$ cat src/rtl/bdx_pkg.sv
// Shared types for the debug hardware command executor.
// Assumes opcodes arrive as whole bytes from the serial layer.
package bdx_pkg;

    // Attributes of one decoded opcode
    typedef struct packed {
        logic valid;   // opcode is one the executor handles
        logic bgnd;    // background-entry request
        logic write;   // carries data in, no reply
        logic word;    // 16-bit access, needs even address
        logic in_map;  // debug window mapped in
    } cmd_attr_t;

    typedef enum logic [2:0] {
        S_IDLE, S_ADDR_HI, S_ADDR_LO, S_DATA_HI, S_DATA_LO,
        S_ACCESS, S_SEND_HI, S_SEND_LO
    } exec_state_t;

    // Map an opcode byte onto its attributes
    function automatic cmd_attr_t decode_op(input logic [7:0] op);
        cmd_attr_t a;
        a = '0;
        case (op)
            8'h90: begin a.valid = 1'b1; a.bgnd = 1'b1; end
            8'hE0, 8'hE4, 8'hE8, 8'hEC,
            8'hC0, 8'hC4, 8'hC8, 8'hCC: begin
                a.valid  = 1'b1;
                a.write  = ~op[5];
                a.word   = op[3];
                a.in_map = op[2];
            end
            default: a = '0;
        endcase
        return a;
    endfunction

endpackage

$ cat src/rtl/bdx_cmd_decode.sv
// Opcode decoder: turns a received byte into command attributes.
// Purely combinational; unknown bytes decode with valid low.
module bdx_cmd_decode
    import bdx_pkg::*;
(
    input  logic [7:0] op,
    output cmd_attr_t  attr
);
    // Table lookup of the opcode
    always_comb attr = decode_op(op);
endmodule

$ cat src/rtl/bdx_steal_timer.sv
// Cycle-steal timer: grants an access on a free bus cycle, or forces
// one after WAIT_CYC pending cycles. Assumes wait_en drops after grant.
module bdx_steal_timer #(
    parameter int WAIT_CYC = 128
) (
    input  logic clk,
    input  logic rst_n,
    input  logic wait_en,
    input  logic bus_idle,
    output logic grant,
    output logic steal
);
    localparam int CW = $clog2(WAIT_CYC) + 1;
    localparam logic [CW-1:0] LAST = CW'(WAIT_CYC - 1);

    logic [CW-1:0] cnt;

    // Force the access once the budget of busy cycles is spent
    always_comb begin
        steal = wait_en && !bus_idle && (cnt == LAST);
        grant = wait_en && (bus_idle || steal);
    end

    // Count pending cycles that found no free slot
    always_ff @(posedge clk) begin
        if (!rst_n)               cnt <= '0;
        else if (wait_en && !grant) cnt <= cnt + 1'b1;
        else                      cnt <= '0;
    end
endmodule

$ cat src/rtl/bdx_dbg_status.sv
// Debug status byte: enable flag (bit 7) written by host, active flag
// (bit 6) set by background request when enabled. Other bits read 0.
module bdx_dbg_status (
    input  logic       clk,
    input  logic       rst_n,
    input  logic       wr_en,
    input  logic       wr_enable,
    input  logic       bgnd_req,
    output logic [7:0] status
);
    logic enable_q;
    logic active_q;

    // Hold the two flags
    always_ff @(posedge clk) begin
        if (!rst_n) begin
            enable_q <= 1'b0;
            active_q <= 1'b0;
        end else begin
            if (wr_en)                 enable_q <= wr_enable;
            if (bgnd_req && enable_q)  active_q <= 1'b1;
        end
    end

    // Assemble the readable byte
    always_comb status = {enable_q, active_q, 6'b0};
endmodule

$ cat src/rtl/bdx_hw_exec.sv
// Debug hardware command executor. Collects opcode, address and data
// bytes, runs one bus access on a free or stolen cycle, answers status
// accesses locally and returns read data as two bytes, high first.
// Assumes the serial layer accepts a reply byte in every cycle.
module bdx_hw_exec
    import bdx_pkg::*;
#(
    parameter int          STEAL_WAIT  = 128,
    parameter logic [15:0] STATUS_ADDR = 16'hFF01
) (
    input  logic        clk,
    input  logic        rst_n,
    input  logic        rx_valid,
    input  logic [7:0]  rx_byte,
    output logic        tx_valid,
    output logic [7:0]  tx_byte,
    output logic        bus_req,
    output logic        bus_we,
    output logic        bus_win,
    output logic [15:0] bus_addr,
    output logic [15:0] bus_wdata,
    output logic [1:0]  bus_be,
    input  logic [15:0] bus_rdata,
    input  logic        bus_idle,
    output logic        cpu_freeze,
    output logic [7:0]  dbg_status,
    output logic        cmd_err
);
    localparam logic [15:0] STATUS_WORD = {STATUS_ADDR[15:1], 1'b0};

    exec_state_t state;
    cmd_attr_t   dec, attr_q;
    logic [15:0] addr_q, data_q;
    logic        err_q;
    logic        misalign, stat_hit, wait_en, grant, steal;
    logic        stat_wr, bgnd_req;
    logic [1:0]  lane_be;
    logic [15:0] rd_mask;
    exec_state_t after_acc;

    bdx_cmd_decode u_dec (.op(rx_byte), .attr(dec));

    bdx_steal_timer #(.WAIT_CYC(STEAL_WAIT)) u_timer (
        .clk(clk), .rst_n(rst_n), .wait_en(wait_en), .bus_idle(bus_idle),
        .grant(grant), .steal(steal)
    );

    bdx_dbg_status u_stat (
        .clk(clk), .rst_n(rst_n), .wr_en(stat_wr), .wr_enable(data_q[7]),
        .bgnd_req(bgnd_req), .status(dbg_status)
    );

    // Classify the pending access and steer the byte lanes
    always_comb begin
        misalign  = attr_q.word && addr_q[0];
        stat_hit  = attr_q.in_map &&
                    (attr_q.word ? (addr_q == STATUS_WORD) : (addr_q == STATUS_ADDR));
        wait_en   = (state == S_ACCESS) && !misalign && !stat_hit;
        lane_be   = attr_q.word ? 2'b11 : (addr_q[0] ? 2'b01 : 2'b10);
        rd_mask   = {{8{lane_be[1]}}, {8{lane_be[0]}}};
        stat_wr   = (state == S_ACCESS) && stat_hit && attr_q.write;
        bgnd_req  = (state == S_IDLE) && rx_valid && dec.bgnd;
        after_acc = attr_q.write ? S_IDLE : S_SEND_HI;
    end

    // Drive the bus, freeze and reply ports
    always_comb begin
        bus_req    = grant;
        bus_we     = attr_q.write;
        bus_win    = attr_q.in_map;
        bus_addr   = addr_q;
        bus_wdata  = data_q;
        bus_be     = lane_be;
        cpu_freeze = steal;
        tx_valid   = (state == S_SEND_HI) || (state == S_SEND_LO);
        tx_byte    = (state == S_SEND_HI) ? data_q[15:8] : data_q[7:0];
        cmd_err    = err_q;
    end

    // Command sequencer
    always_ff @(posedge clk) begin
        if (!rst_n) begin
            state  <= S_IDLE;
            attr_q <= '0;
            addr_q <= '0;
            data_q <= '0;
            err_q  <= 1'b0;
        end else begin
            case (state)
                S_IDLE: if (rx_valid && dec.valid && !dec.bgnd) begin
                    attr_q <= dec;
                    state  <= S_ADDR_HI;
                end
                S_ADDR_HI: if (rx_valid) begin
                    addr_q[15:8] <= rx_byte;
                    state        <= S_ADDR_LO;
                end
                S_ADDR_LO: if (rx_valid) begin
                    addr_q[7:0] <= rx_byte;
                    state       <= attr_q.write ? S_DATA_HI : S_ACCESS;
                end
                S_DATA_HI: if (rx_valid) begin
                    data_q[15:8] <= rx_byte;
                    state        <= S_DATA_LO;
                end
                S_DATA_LO: if (rx_valid) begin
                    data_q[7:0] <= rx_byte;
                    state       <= S_ACCESS;
                end
                S_ACCESS: begin
                    if (misalign) begin
                        err_q  <= 1'b1;
                        data_q <= '0;
                        state  <= after_acc;
                    end else if (stat_hit) begin
                        if (!attr_q.write) data_q <= {8'h00, dbg_status};
                        state <= after_acc;
                    end else if (grant) begin
                        if (!attr_q.write) data_q <= bus_rdata & rd_mask;
                        state <= after_acc;
                    end
                end
                S_SEND_HI: state <= S_SEND_LO;
                default:   state <= S_IDLE;
            endcase
        end
    end
endmodule

$ cat config.mk
export PLATFORM = sky130hd
export DESIGN_NAME = bdx_hw_exec
export DESIGN_NICKNAME = d
export VERILOG_FILES = /design/src/rtl/bdx_pkg.sv /design/src/rtl/bdx_cmd_decode.sv /design/src/rtl/bdx_steal_timer.sv /design/src/rtl/bdx_dbg_status.sv /design/src/rtl/bdx_hw_exec.sv
export SDC_FILE = /design/constraint.sdc
export NUM_CORES = 1
export LEC_CHECK = 0
export BUFFER_PORTS_ARGS = -buffer_cell sky130_fd_sc_hd__clkbuf_2
export CAP_MARGIN = 20
export CORE_MARGIN = 5
export CORE_UTILIZATION = 56
export DETAILED_ROUTE_END_ITERATION = 8
export GPL_ROUTABILITY_DRIVEN = 1
export PLACE_DENSITY = 0.85
export SLEW_MARGIN = 10
export SYNTH_ARGS = -nofsm -noshare
export SYNTH_HDL_FRONTEND = slang
export SYNTH_SLANG_ARGS = --single-unit
$ cat constraint.sdc
create_clock -name clk -period 5.3 [get_ports clk]
set_input_delay 0.53 -clock clk [delete_from_list [all_inputs] [get_ports clk]]
set_output_delay 0.53 -clock clk [all_outputs]
set_load 0.005 [all_outputs]
# Word-level counts from Yosys, hierarchy flattened
# Cells that the tools add are included.
[word_totals]
register_bits = 49
in_bits = 28
output_inout_bits = 56
elab_cells = 103
[op_classes]
add_sub_neg = 1
eq_ne = 27
n_mux = 26
bitwise_logic = 2
reduce_logical = 35
[op_table]
columns = ["cell", "n"]
rows = [
  ["16-bit 2-to-1 mux", 5],
  ["8-bit equality test (second input constant)", 9],
  ["3-bit 2-to-1 mux", 11],
  ["16-bit equality test (second input constant)", 2],
  ["8-bit case mux with 2 select lines", 2],
  ["3-bit case mux with 7 select lines", 1],
  ["16-bit AND", 1],
  ["8-bit 2-to-1 mux", 2],
  ["1-bit logical AND", 15],
  ["3-bit equality test (second input constant)", 4],
  ["2-bit AND reduction", 5],
  ["5-bit AND reduction", 2],
  ["9-bit OR reduction", 1],
  ["8-bit by 1-bit adder with 8-bit output (second input constant)", 1],
  ["8-bit by 7-bit equality test with 1-bit output (second input constant)", 1],
  ["2-bit != test (second input constant)", 4],
  ["4-bit != test (second input constant)", 2],
  ["8-bit OR reduction", 1],
  ["3-bit by 2-bit equality test with 1-bit output (second input constant)", 2],
  ["6-bit AND reduction", 1],
  ["1-bit logical NOT", 5],
  ["2-bit 2-to-1 mux", 2],
  ["4-bit by 3-bit != test with 1-bit output (second input constant)", 1],
  ["2-bit nonzero test", 2],
  ["6 further kinds", 9],
]

# Logic depth before layout (Yosys ltp)
[logic_depth]
ltp_word = 13
ltp_mapped = 8
depth_no_buf = 7

# Cells and area by module
# A second synthesis with hierarchy kept.
[unflattened]
cells_unflattened = 324
area_unflattened_um2 = 2675.1
[by_module_without_submodules]
columns = ["module", "n_inst", "cells_per_inst", "area_each_um2", "seq_area_each_um2"]
rows = [
  ["bdx_hw_exec", 1, 264, 2137.0, 780.7],
  ["bdx_steal_timer", 1, 37, 350.3, 160.2],
  ["bdx_dbg_status", 1, 15, 131.4, 40.0],
  ["bdx_cmd_decode", 1, 8, 56.3, 0.0],
]

# Worst setup path before layout
# No wires, ideal clock.
[synth_timing]
kind = "register to output"
start = "register addr_q[0] (netlist: bus_addr[0])"
end = "output cpu_freeze"
t_arrival_ns = 1.493
required_time_ns = 4.770
path_slack_ns = 3.277
path_stages_with_launch = 8
path_buffers = 1
path_cell_list = "dfxtp_1 inv_1 ha_1 and4b_1 nand4b_4 o21ai_2 buf_4 nor3_1"
[synth_between]
elab_chain_len = 7
elab_cells_between_ends = 11
classes_between = "2 x eq/ne; 1 x mux; 8 x reduce/logical"
[synth_lines]
columns = ["element", "line_no", "rtl"]
rows = [
  ["from (decl)", "bdx_hw_exec.sv:33", "logic [15:0] addr_q, data_q;"],
  ["from (signal assigned)", "bdx_hw_exec.sv:99", "addr_q[7:0] <= rx_byte;"],
  ["16-bit equality test", "bdx_hw_exec.sv:57", "(attr_q.word ? (addr_q == STATUS_WORD) : (addr_q == STATUS_ADDR));"],
  ["1-bit 2-to-1 mux", "bdx_hw_exec.sv:57", ""],
  ["1-bit logical AND", "bdx_hw_exec.sv:56", "stat_hit = attr_q.in_map &&"],
  ["1-bit logical NOT", "bdx_hw_exec.sv:58", "wait_en = (state == S_ACCESS) && !misalign && !stat_hit;"],
  ["1-bit logical AND *", "bdx_hw_exec.sv:58", ""],
  ["1-bit logical AND * (2 in a row)", "bdx_steal_timer.sv:20", "steal = wait_en && !bus_idle && (cnt == LAST);"],
  ["to (decl)", "bdx_hw_exec.sv:25", "output logic cpu_freeze,"],
]
# Mark *: on every way between the ends. The rest lies on a longest branch, timed or not.

# Final worst setup path
[layout_timing]
start = "register state[0]"
end = "output cpu_freeze"
[layout_between]
elab_chain_len = 5
[layout_lines]
columns = ["element", "line_no", "rtl"]
rows = [
  ["from (decl)", "bdx_hw_exec.sv:31", "exec_state_t state;"],
  ["from (signal assigned)", "bdx_hw_exec.sv:100", "state <= attr_q.write ? S_DATA_HI : S_ACCESS;"],
  ["from (signal assigned)", "bdx_hw_exec.sv:114", "state <= after_acc;"],
  ["from (signal assigned)", "bdx_hw_exec.sv:117", "state <= after_acc;"],
  ["3-bit equality test", "bdx_hw_exec.sv:58", ""],
  ["1-bit logical AND (2 in a row)", "bdx_hw_exec.sv:58", ""],
  ["1-bit logical AND (2 in a row)", "bdx_steal_timer.sv:20", ""],
]
# Every way passes these cells.

==> results_dict.tcl <==
set metrics [dict create \
    status "complete, no violations" \
    rsz0062_at_grt "no" \
    ios 84 \
    critPathCaptureType "output port" \
    path_clk_slew_ns 0.09 \
    met1_usage_pct 31.91 \
    arrival_ns 2.56 \
    ys_ff_latch 49 \
    root_buffer "clkbuf_8" \
    antenna_found_initial 0 \
    grt.met2_usage_pct 38.84 \
    worst-path-max-fanout 20 \
    layout-drive-gt1-share_pct 31.37 \
    synth_edf_count 0 \
    drv_cap 0 \
    cts_buffer_depth 2 \
    routed_wirelength_um 7682 \
    min_period_ns 3.094 \
    fp.dieW_um 81.50 \
    rows 26 \
    stdcell_count 443 \
    slew-limit-headroom_pct 46.36 \
    hpwl_um 5647 \
    dieArea_mm2 0.006642 \
    final_common_cell "clkbuf_2" \
    cts_buffers 5 \
    yosysSeqAreaShare_pct 34.27 \
    synthesis.area_mm2 0.002863 \
    clock-sinks 49 \
    place_inst 435 \
    grt_pass1_vias 2529 \
    required_ns 4.77 \
    avgRoutedWirePerCell_um 17.34 \
    min_period_over_period_pct 58.38 \
    clock_latency_ns 0.30 \
    antenna_cells 0 \
    cts_setup_buffers 0 \
    finalPower_mw 0.6901 \
    synth_cells 307 \
    report.final.slew_viol_count 0 \
    htreeDepth 2 \
    drt_iter0_drc 236 \
    postPlaceCellArea_mm2 0.003192 \
    grt_pass1_wl_um 12500 \
    cts_tree "yes" \
    avgSynthCellArea_um2 9.325 \
    fp.coreArea_mm2 0.005042 \
    grt_usage_pct 24.38 \
    hold_viol 0 \
    finalSetupViolCount 0 \
    path_class "flop to output port" \
    area_growth_pct 15.56 \
    nets 404 \
    final_antenna_net_count 0 \
    start_util_pct 56.77 \
    synth-main-ff-cell "dfxtp_1" \
    global_route.usage.met3_pct 4.496 \
    grt_busiest_layer "met2" \
    fmax_mhz 323.2 \
    p_leak_nw 1.383 \
    async_flop_share_pct 0 \
    ys_types 63 \
    cts_resized 0 \
    die_y_um 81.50 \
    gp_congestion 0.9084 \
    final_cell_mix "clkbuf_2, dfxtp_1, nand2_1, nor2b_1, a21oi_1" \
    power_density_mw_per_mm2 208.6 \
    startpoint_type "flop" \
    tns_ns 0 \
    ys.warnings.count 0 \
    drtPass1Iterations 5 \
    fin_worst_skew_ns 0.008763 \
    fin_area_mm2 0.003308 \
    tightestPinTransition_ns 0.8035 \
    hp-class "flop to flop" \
    ctsHoldBuffers 0 \
    holdWs_ns 0.4801 \
    vias 2587 \
    drcViolationCount 0 \
    port_buffers 77 \
    ir_drop_uv 179.3 \
    vias_per_cell 5.840 \
    grt_max_degree 44 \
    overflow 0 \
]
==> per-layer routing <==
| metal | up-vias | share of wire, % |
|---|---|---|
| met3 | 16 | 9.1 |
| li1 | 1235 | - |
| met1 | 1200 | 42 |
| met2 | 136 | 47 |
| met5 | - | 0 |
| met4 | 0 | 2.2 |
==> cells by family after synthesis <==
logic type                 count (synthesis)  share of synthesized area [%]
muxes                                     21                          7.692
DFF                                       49                          34.27
and+or+nand+nor                           97                          20.98
buffers and inverters                     33                          6.862
AOI/OAI and AO/OA                         96                          26.49
adders and majority gates                  4                          1.748
xor gates and xnor gates                   6                          1.836
other                                      1                         0.1310
==> per-stage QoR <==
| stage | setup slack, ns | utilization, % |
|---|---|---|
| 6_report | 2.206 | 65.61 |
| 2_1_floorplan | 3.277 | - |
| 3_5_place_dp | 2.632 | 63.30 |
| 5_1_grt | 2.018 | 65.61 |
| 4_1_cts | 2.277 | 65.61 |
| 3_3_place_gp | 2.694 | 63.30 |
==> layout make-up <==
| cell class | count | area [um^2] |
|---|---|---|
| clock buffer | 7 | 86.33 |
| clock inverter | 1 | 30.03 |
| fill | 416 | 1734 |
| inverter | 9 | 33.78 |
| multi-input combinational | 230 | 1704 |
| sequential | 49 | 980.9 |
| tap | 70 | 87.58 |
| timing repair buffer | 77 | 385.4 |
==> report_power, final <==
group | leakage [nW] | internal (mW) | total (mW) | switching [mW]
Sequential | 0.395 | 0.369 | 0.370 | 0.00153
Combinational | 0.930 | 0.0158 | 0.0415 | 0.0258
Clock | 0.0585 | 0.154 | 0.278 | 0.124
==> synthesized netlist by cell type (5+ instances only) <==
master / instances / area, um^2
a21boi_0: 7 / 52.55
o21a_1: 8 / 60.06
buf_4: 11 / 82.58
xor2_1: 5 / 43.79
mux2i_1: 13 / 130.1
a21o_1: 9 / 67.56
inv_1: 9 / 33.78
a22oi_1: 12 / 90.09
nor2b_1: 14 / 87.58
a21oi_1: 14 / 70.07
dfxtp_1: 49 / 980.9
o31ai_1: 8 / 60.06
or3_1: 9 / 56.30
clkbuf_1: 7 / 26.28
mux2_2: 8 / 90.09
nand2_1: 30 / 112.6
nor2_1: 13 / 48.80
o211ai_1: 10 / 75.07
o21ai_0: 5 / 25.02
a31oi_1: 7 / 43.79
==> worst max-delay path: stages (launching register included) <==
cell	delay, ns
dfxtp_1	0.85
nand3b_2	0.45
nor2_2	0.33
o21ai_2	0.24
nor3_1	0.24
clkbuf_2	0.15
==> flip-flops by register name, summed over array words and instances, names as in the netlist <==
signal           flops
state                3
attr_q               1
u_timer.cnt          8
bus_addr            16
cmd_err              1
u_stat.enable_q      1
bus_we               1
bus_wdata           16
bus_win              1
u_stat.active_q      1
==> path summary, 6_finish.rpt <==
path | from | to | slack, ns | depth (start not counted)
setup / recovery | state[0] | cpu_freeze | 2.21 | 5
hold / removal | bus_addr[13] | bus_addr[13] | 0.48 | 2
setup reg to reg | state[0] | state[0] | 2.90 | 5
hold reg to reg | bus_addr[13] | bus_addr[13] | 0.48 | 2
No activity file was read; power rests on OpenSTA's default activity.
